[config.mk]
export PLATFORM = sky130hd
export DESIGN_NAME = nor_byte_ctrl
export DESIGN_NICKNAME = d
export VERILOG_FILES = /design/src/rtl/nor_ctrl_pkg.sv /design/src/rtl/nor_bus_cycle.sv /design/src/rtl/nor_seq.sv /design/src/rtl/nor_byte_ctrl.sv
export SDC_FILE = /design/constraint.sdc
export NUM_CORES = 1
export LEC_CHECK = 0
export BUFFER_PORTS_ARGS = -buffer_cell sky130_fd_sc_hd__buf_2
export CAP_MARGIN = 25
export CORE_ASPECT_RATIO = 0.8
export CORE_MARGIN = 5
export CORE_UTILIZATION = 50
export DETAILED_ROUTE_END_ITERATION = 12
export HOLD_SLACK_MARGIN = 0.03
export PLACE_DENSITY = 0.75
export SETUP_SLACK_MARGIN = 0.15
export SLEW_MARGIN = 20
export SYNTH_ARGS = -nofsm -noshare
export SYNTH_HDL_FRONTEND = slang
export SYNTH_SLANG_ARGS = --single-unit
[constraint.sdc]
create_clock -name clk -period 2.86 [get_ports clk]
set_input_delay 0.286 -clock clk [delete_from_list [all_inputs] [get_ports clk]]
set_output_delay 0.286 -clock clk [all_outputs]
set_load 0.02 [all_outputs]
[src/rtl/nor_ctrl_pkg.sv]
package nor_ctrl_pkg;

  typedef enum logic [1:0] {
    PH_IDLE,
    PH_ACT,
    PH_GAP
  } bus_phase_e;

  typedef enum logic [2:0] {
    SQ_IDLE,
    SQ_READ,
    SQ_CMD,
    SQ_DATA,
    SQ_POLL,
    SQ_RESTORE,
    SQ_DONE
  } seq_state_e;

  localparam logic       OP_READ        = 1'b0;
  localparam logic       OP_PROG        = 1'b1;
  localparam logic [7:0] CMD_PROG_SETUP = 8'h40;
  localparam logic [7:0] CMD_READ_ARRAY = 8'hFF;
  localparam int         READY_BIT      = 7;

endpackage

[src/rtl/nor_bus_cycle.sv]
module nor_bus_cycle
  import nor_ctrl_pkg::*;
#(
  parameter int ADDR_W  = 24,
  parameter int DATA_W  = 8,
  parameter int RD_CYC  = 5,
  parameter int WR_CYC  = 6,
  parameter int GAP_CYC = 1
) (
  input  logic              clk,
  input  logic              rst_n,
  input  logic              start,
  input  logic              wr,
  input  logic [ADDR_W-1:0] addr,
  input  logic [DATA_W-1:0] wdata,
  input  logic [DATA_W-1:0] dq_in,
  output logic              idle,
  output logic              cyc_done,
  output logic [DATA_W-1:0] rdata,
  output logic [ADDR_W-1:0] fl_addr,
  output logic [DATA_W-1:0] dq_out,
  output logic              dq_oe,
  output logic              ce_n,
  output logic              oe_n,
  output logic              we_n
);

  localparam int GAP_EFF = (GAP_CYC < 1) ? 1 : GAP_CYC;
  localparam int MAX_A   = (RD_CYC > WR_CYC) ? RD_CYC : WR_CYC;
  localparam int MAX_CYC = (MAX_A > GAP_EFF) ? MAX_A : GAP_EFF;
  localparam int CNT_W   = $clog2(MAX_CYC + 1);

  bus_phase_e        phase_q, phase_d;
  logic [CNT_W-1:0]  cnt_q, cnt_d;
  logic              wr_q;
  logic [ADDR_W-1:0] addr_q;
  logic [DATA_W-1:0] wdata_q;
  logic [DATA_W-1:0] rdata_q;
  logic              load_en;
  logic              smp_en;
  logic              ce_n_d, oe_n_d, we_n_d, dq_oe_d;
  logic              wr_eff;

  // next-state logic
  always_comb begin
    phase_d = phase_q;
    cnt_d   = cnt_q;
    load_en = 1'b0;
    smp_en  = 1'b0;
    unique case (phase_q)
      PH_IDLE: begin
        if (start) begin
          load_en = 1'b1;
          phase_d = PH_ACT;
          cnt_d   = wr ? CNT_W'(WR_CYC - 1) : CNT_W'(RD_CYC - 1);
        end
      end
      PH_ACT: begin
        if (cnt_q == '0) begin
          smp_en  = !wr_q;
          phase_d = PH_GAP;
          cnt_d   = CNT_W'(GAP_EFF - 1);
        end else begin
          cnt_d = cnt_q - 1'b1;
        end
      end
      PH_GAP: begin
        if (cnt_q == '0) begin
          phase_d = PH_IDLE;
        end else begin
          cnt_d = cnt_q - 1'b1;
        end
      end
      default: phase_d = PH_IDLE;
    endcase
  end

  assign wr_eff  = load_en ? wr : wr_q;
  assign ce_n_d  = (phase_d != PH_ACT);
  assign oe_n_d  = !((phase_d == PH_ACT) && !wr_eff);
  assign we_n_d  = !((phase_d == PH_ACT) && wr_eff);
  assign dq_oe_d = (phase_d == PH_ACT) && wr_eff;

  // registers
  always_ff @(posedge clk or negedge rst_n) begin
    if (!rst_n) begin
      phase_q <= PH_IDLE;
      cnt_q   <= '0;
      ce_n    <= 1'b1;
      oe_n    <= 1'b1;
      we_n    <= 1'b1;
      dq_oe   <= 1'b0;
    end else begin
      phase_q <= phase_d;
      cnt_q   <= cnt_d;
      ce_n    <= ce_n_d;
      oe_n    <= oe_n_d;
      we_n    <= we_n_d;
      dq_oe   <= dq_oe_d;
    end
  end

  always_ff @(posedge clk or negedge rst_n) begin
    if (!rst_n) begin
      wr_q    <= 1'b0;
      addr_q  <= '0;
      wdata_q <= '0;
    end else if (load_en) begin
      wr_q    <= wr;
      addr_q  <= addr;
      wdata_q <= wdata;
    end
  end

  always_ff @(posedge clk or negedge rst_n) begin
    if (!rst_n) begin
      rdata_q <= '0;
    end else if (smp_en) begin
      rdata_q <= dq_in;
    end
  end

  assign idle     = (phase_q == PH_IDLE);
  assign cyc_done = (phase_q == PH_GAP) && (cnt_q == '0);
  assign rdata    = rdata_q;
  assign fl_addr  = addr_q;
  assign dq_out   = wdata_q;

endmodule

[src/rtl/nor_seq.sv]
module nor_seq
  import nor_ctrl_pkg::*;
#(
  parameter int ADDR_W = 24,
  parameter int DATA_W = 8
) (
  input  logic              clk,
  input  logic              rst_n,
  input  logic              req,
  input  logic              op,
  input  logic [ADDR_W-1:0] addr,
  input  logic [DATA_W-1:0] wdata,
  input  logic              bus_idle,
  input  logic              cyc_done,
  input  logic [DATA_W-1:0] bus_rdata,
  output logic              bus_start,
  output logic              bus_wr,
  output logic [ADDR_W-1:0] bus_addr,
  output logic [DATA_W-1:0] bus_wdata,
  output logic [DATA_W-1:0] rdata,
  output logic [DATA_W-1:0] status,
  output logic              done
);

  seq_state_e        state_q, state_d;
  logic              issued_q, issued_d;
  logic [ADDR_W-1:0] addr_q;
  logic [DATA_W-1:0] wdata_q;
  logic [DATA_W-1:0] rdata_q;
  logic [DATA_W-1:0] status_q;
  logic              req_en;
  logic              rdata_en;
  logic              status_en;
  logic              want_cycle;

  // next-state logic
  always_comb begin
    state_d    = state_q;
    issued_d   = issued_q;
    req_en     = 1'b0;
    rdata_en   = 1'b0;
    status_en  = 1'b0;
    want_cycle = 1'b0;
    bus_wr     = 1'b0;
    bus_wdata  = '0;
    unique case (state_q)
      SQ_IDLE: begin
        if (req) begin
          req_en   = 1'b1;
          issued_d = 1'b0;
          state_d  = (op == OP_PROG) ? SQ_CMD : SQ_READ;
        end
      end
      SQ_READ: begin
        want_cycle = 1'b1;
        if (cyc_done) begin
          rdata_en = 1'b1;
          issued_d = 1'b0;
          state_d  = SQ_DONE;
        end
      end
      SQ_CMD: begin
        want_cycle = 1'b1;
        bus_wr     = 1'b1;
        bus_wdata  = DATA_W'(CMD_PROG_SETUP);
        if (cyc_done) begin
          issued_d = 1'b0;
          state_d  = SQ_DATA;
        end
      end
      SQ_DATA: begin
        want_cycle = 1'b1;
        bus_wr     = 1'b1;
        bus_wdata  = wdata_q;
        if (cyc_done) begin
          issued_d = 1'b0;
          state_d  = SQ_POLL;
        end
      end
      SQ_POLL: begin
        want_cycle = 1'b1;
        if (cyc_done) begin
          status_en = 1'b1;
          issued_d  = 1'b0;
          if (bus_rdata[READY_BIT]) state_d = SQ_RESTORE;
        end
      end
      SQ_RESTORE: begin
        want_cycle = 1'b1;
        bus_wr     = 1'b1;
        bus_wdata  = DATA_W'(CMD_READ_ARRAY);
        if (cyc_done) begin
          issued_d = 1'b0;
          state_d  = SQ_DONE;
        end
      end
      SQ_DONE: state_d = SQ_IDLE;
      default: state_d = SQ_IDLE;
    endcase
    bus_start = want_cycle && !issued_q && bus_idle;
    if (bus_start) issued_d = 1'b1;
  end

  // registers
  always_ff @(posedge clk or negedge rst_n) begin
    if (!rst_n) begin
      state_q  <= SQ_IDLE;
      issued_q <= 1'b0;
    end else begin
      state_q  <= state_d;
      issued_q <= issued_d;
    end
  end

  always_ff @(posedge clk or negedge rst_n) begin
    if (!rst_n) begin
      addr_q  <= '0;
      wdata_q <= '0;
    end else if (req_en) begin
      addr_q  <= addr;
      wdata_q <= wdata;
    end
  end

  always_ff @(posedge clk or negedge rst_n) begin
    if (!rst_n) begin
      rdata_q <= '0;
    end else if (rdata_en) begin
      rdata_q <= bus_rdata;
    end
  end

  always_ff @(posedge clk or negedge rst_n) begin
    if (!rst_n) begin
      status_q <= '0;
    end else if (status_en) begin
      status_q <= bus_rdata;
    end
  end

  assign bus_addr = addr_q;
  assign rdata    = rdata_q;
  assign status   = status_q;
  assign done     = (state_q == SQ_DONE);

endmodule

[src/rtl/nor_byte_ctrl.sv]
module nor_byte_ctrl #(
  parameter int ADDR_W       = 24,
  parameter int DATA_W       = 8,
  parameter int CLK_NS       = 20,
  parameter int RD_ACCESS_NS = 100,
  parameter int WE_PULSE_NS  = 120,
  parameter int IDLE_NS      = 20
) (
  input  logic              clk,
  input  logic              rst_n,
  input  logic              req,
  input  logic              op,
  input  logic [ADDR_W-1:0] addr,
  input  logic [DATA_W-1:0] wdata,
  output logic [DATA_W-1:0] rdata,
  output logic [DATA_W-1:0] status,
  output logic              done,
  output logic [ADDR_W-1:0] fl_addr,
  output logic [DATA_W-1:0] fl_dq_out,
  output logic              fl_dq_oe,
  input  logic [DATA_W-1:0] fl_dq_in,
  output logic              fl_ce_n,
  output logic              fl_oe_n,
  output logic              fl_we_n
);

  localparam int RD_CYC  = (RD_ACCESS_NS + CLK_NS - 1) / CLK_NS;
  localparam int WR_CYC  = (WE_PULSE_NS + CLK_NS - 1) / CLK_NS;
  localparam int GAP_CYC = (IDLE_NS + CLK_NS - 1) / CLK_NS;

  logic              bus_start;
  logic              bus_wr;
  logic              bus_idle;
  logic              cyc_done;
  logic [ADDR_W-1:0] bus_addr;
  logic [DATA_W-1:0] bus_wdata;
  logic [DATA_W-1:0] bus_rdata;

  nor_seq #(
    .ADDR_W(ADDR_W),
    .DATA_W(DATA_W)
  ) u_seq (
    .clk      (clk),
    .rst_n    (rst_n),
    .req      (req),
    .op       (op),
    .addr     (addr),
    .wdata    (wdata),
    .bus_idle (bus_idle),
    .cyc_done (cyc_done),
    .bus_rdata(bus_rdata),
    .bus_start(bus_start),
    .bus_wr   (bus_wr),
    .bus_addr (bus_addr),
    .bus_wdata(bus_wdata),
    .rdata    (rdata),
    .status   (status),
    .done     (done)
  );

  nor_bus_cycle #(
    .ADDR_W (ADDR_W),
    .DATA_W (DATA_W),
    .RD_CYC (RD_CYC),
    .WR_CYC (WR_CYC),
    .GAP_CYC(GAP_CYC)
  ) u_bus (
    .clk     (clk),
    .rst_n   (rst_n),
    .start   (bus_start),
    .wr      (bus_wr),
    .addr    (bus_addr),
    .wdata   (bus_wdata),
    .dq_in   (fl_dq_in),
    .idle    (bus_idle),
    .cyc_done(cyc_done),
    .rdata   (bus_rdata),
    .fl_addr (fl_addr),
    .dq_out  (fl_dq_out),
    .dq_oe   (fl_dq_oe),
    .ce_n    (fl_ce_n),
    .oe_n    (fl_oe_n),
    .we_n    (fl_we_n)
  );

endmodule

==> out/qor.yml <==
min_path:
  hold_path.startpoint: "addr[6]"
  hold_path_end: "u_seq.bus_addr[6]"
  hold-path-cell-count: 2
  hold_class: "in -> reg"
worst_setup_path:
  r2r_start: "u_seq.state_q[2]"
  r2r-end: "u_bus.fl_addr[11]"
  critical_path_class: "reg -> reg"
  critPathLaunchType: "flop"
  worstPathRequired_ns: 3.11
  r2r_slack_ns: 0.67
  reg2reg_depth: 4
  worstSetupEndpointType: "flop"
  path_max_fanout: 40
  crit_arrival_ns: 2.44
clock_network:
  cts-root-buf: "clkbuf_8"
  cts_tree: "built"
  clk_latency_ns: 0.36
  clockBufferDepth: 2
  htree_levels: 3
  post_cts_buffers: 0
  cts_resized: 0
  cts_sinks: 102
  numCtsBuffers: 9
  clk_pin_slew_ns: 0.10
  cts_hold_buf: 1
yosys:
  synth_flop_cell: "dfrtp_1"
  synth_compound_area_share_pct: 6.87
  avgSynthCellArea_um2: 14.0
  yosysUniqueCellTypes: 37
  synth_top_family_by_area: "multiplexers"
  synthCells: 299
  synthMuxAreaShare_pct: 22.0
  synth_xor_area_share_pct: 0
  ys_seq_area_share_pct: 61.0
  yosysTopAreaCell: "dfrtp_1"
  syn_nets: 349
  synth_area_leaders: "dfrtp_1 59%, mux2_2 21%, dfstp_2 1.9%"
  yosys_warnings: 0
  ys_ff_latch: 102
  synth_top_area_share_pct: 59.1
  synth_area_um2: 4190
  synth-adder-area-share_pct: 1.79
  synth_edf_count: 0
  yosys.area_share.simple_pct: 5.61
  async_flop_share_pct: 100
pwr:
  peakVddDrop_mv: 0.335
  total_power_uw: 2450
  p_per_area_nw_per_um2: 490
  p_leak_uw: 0.00270
drt:
  dr_wl_met3_um: 666
  top_layer: "met4"
  drtIter0Drc: 87
  vias: 2671
  vias_per_cell: 5.26
  post_drt_wl_per_cell_um: 16.4
  drtAntennaViolNets: 0
  wl_met1_um: 3530
  wl_met2_um: 3990
  drc_errors: 0
  dr.pass1.iters: 4
  wl_um: 8310
global_route:
  grt_max_degree: 54
  grt_pass1_wl_um: 13600
  grt_use_total_pct: 16.4
  grt_overflow_total: 0
  grt_pass1_vias: 2785
  antenna_found_initial: 0
sta:
  hold_viol: 0
  fin_crit_sh_pct: 76.5
  period_minus_slack_ns: 2.19
  worst_slew_pin_slew_ns: 0.792
  slew_viol_final: 0
  tns_ns: 0
  rsz0062_at_grt: "no"
  worst_hold_slack_ns: 0.140
  fin_worst_skew_ns: 0.0119
  setup_slack_ns: 0.673
  setup_viol: 0
  fmax_mhz: 457
  relSlewSlack_pct: 47.0
job:
  drv_cap: 0
floorplanning:
  fp.dieW_um: 112
  coreArea_um2: 8060
  num_io_pins: 97
  die_h_um: 91.9
  die_area_um2: 10300
  num_rows: 29
  start_util_pct: 52.0
place:
  gp_congestion: 0.876
  hpwlAfterDp_um: 5940
  io_buffers: 96
  dp_slack_ns: 0.705
finish:
  fin_nets: 445
  antenna_cells: 0
  drive_above_1_share_pct: 51.0
  syn2layout_area_growth_pct: 19.3
run_status:
  outcome: "finished clean"
synthesized netlist by cell type (3+ instances only):
cell	count
inv_1	9
and2_1	3
mux2_2	79
dfrtp_1	99
nor2b_1	3
nand2_1	10
o31ai_1	7
buf_2	10
dfstp_2	3
nor2_1	6
clkbuf_1	5
ha_1	6
a21oi_1	14
o21ai_0	10
nand2b_1	4
cells in the final DEF (no fill, tap or decap), drive strengths merged, types with 4 or more instances in the layout:
cell type	instances
clkbuf	9
inv	12
and2	4
mux2	81
nand2	10
a21oi	14
o31ai	7
dfrtp	99
nand2b	4
o21ai	10
ha	6
buf	100
nor2	6
final cells by class:
type	instances	area, um^2
inverter	9	33.8
sequential	102	2560
timing repair buffer	101	536
fill	638	3060
multi-input combinational	172	1520
tap	108	135
clock buffer	9	124
clock inverter	7	91.3
worst max-delay path by stage:
| stage | startpoint | to | slack [ns] | depth (start not counted) |
|---|---|---|---|---|
| 2_1_floorplan | u_bus.phase_q[0] | u_bus.dq_oe | 1.02 | 7 |
| 6_report | u_seq.state_q[2] | u_bus.fl_addr[11] | 0.67 | 4 |
| 4_1_cts | u_seq.state_q[2] | u_bus.fl_addr[11] | 0.70 | 4 |
| 5_1_grt | u_bus.phase_q[0] | u_seq.rdata[3] | 0.57 | 5 |
| 3_3_place_gp | u_bus.phase_q[0] | u_bus.fl_addr[14] | 0.80 | 6 |
| 3_5_place_dp | u_bus.phase_q[0] | u_bus.fl_addr[14] | 0.70 | 6 |
kinds of logic (layout without fill, tap and decap cells):
family,Yosys count,count (layout)
flops,102,102
mux,82,82
compound gates,43,43
simple gates,41,41
buf+inv,25,126
fa+ha+maj,6,6
metrics by stage:
step,utilization (%),std cells,cell area [um^2]
global placement,59.2,491,4770
finish,62.0,508,5000
global route,62.0,508,5000
floorplan,-,299,4190
detailed placement,59.2,491,4770
CTS,62.0,508,5000
flip-flops by register name (all words and copies together) (netlist names), 2 cells and up:
| register | cells |
|---|---|
| u_seq.bus_addr | 24 |
| u_seq.rdata | 8 |
| u_seq.status | 8 |
| u_seq.state_q | 3 |
| u_bus.fl_addr | 24 |
| u_bus.rdata | 8 |
| u_bus.phase_q | 2 |
| u_bus.dq_out | 8 |
| u_seq.wdata_q | 8 |
| u_bus.cnt_q | 3 |
metal layers:
layer / up-vias / GRT usage (%)
met5: - / 0
met3: 13 / 6.05
met1: 1322 / 21.8
li1: 1245 / -
met4: 0 / 6.11
met2: 91 / 25.0
report_power, final:
group,internal [uW],switching (uW),leakage (uW)
clock,427,516,0.000110
sequential,1440,0,0.00141
combinational,25.2,37.0,0.00118
total,1890,553,0.00270
critical path: stages, from the launching register on:
cell,delay [ns]
dfrtp_1,0.52
nor3_1,0.47
or3_2,0.26
buf_4,0.42
mux2_2,0.39
(Power assumes the default switching activity.)
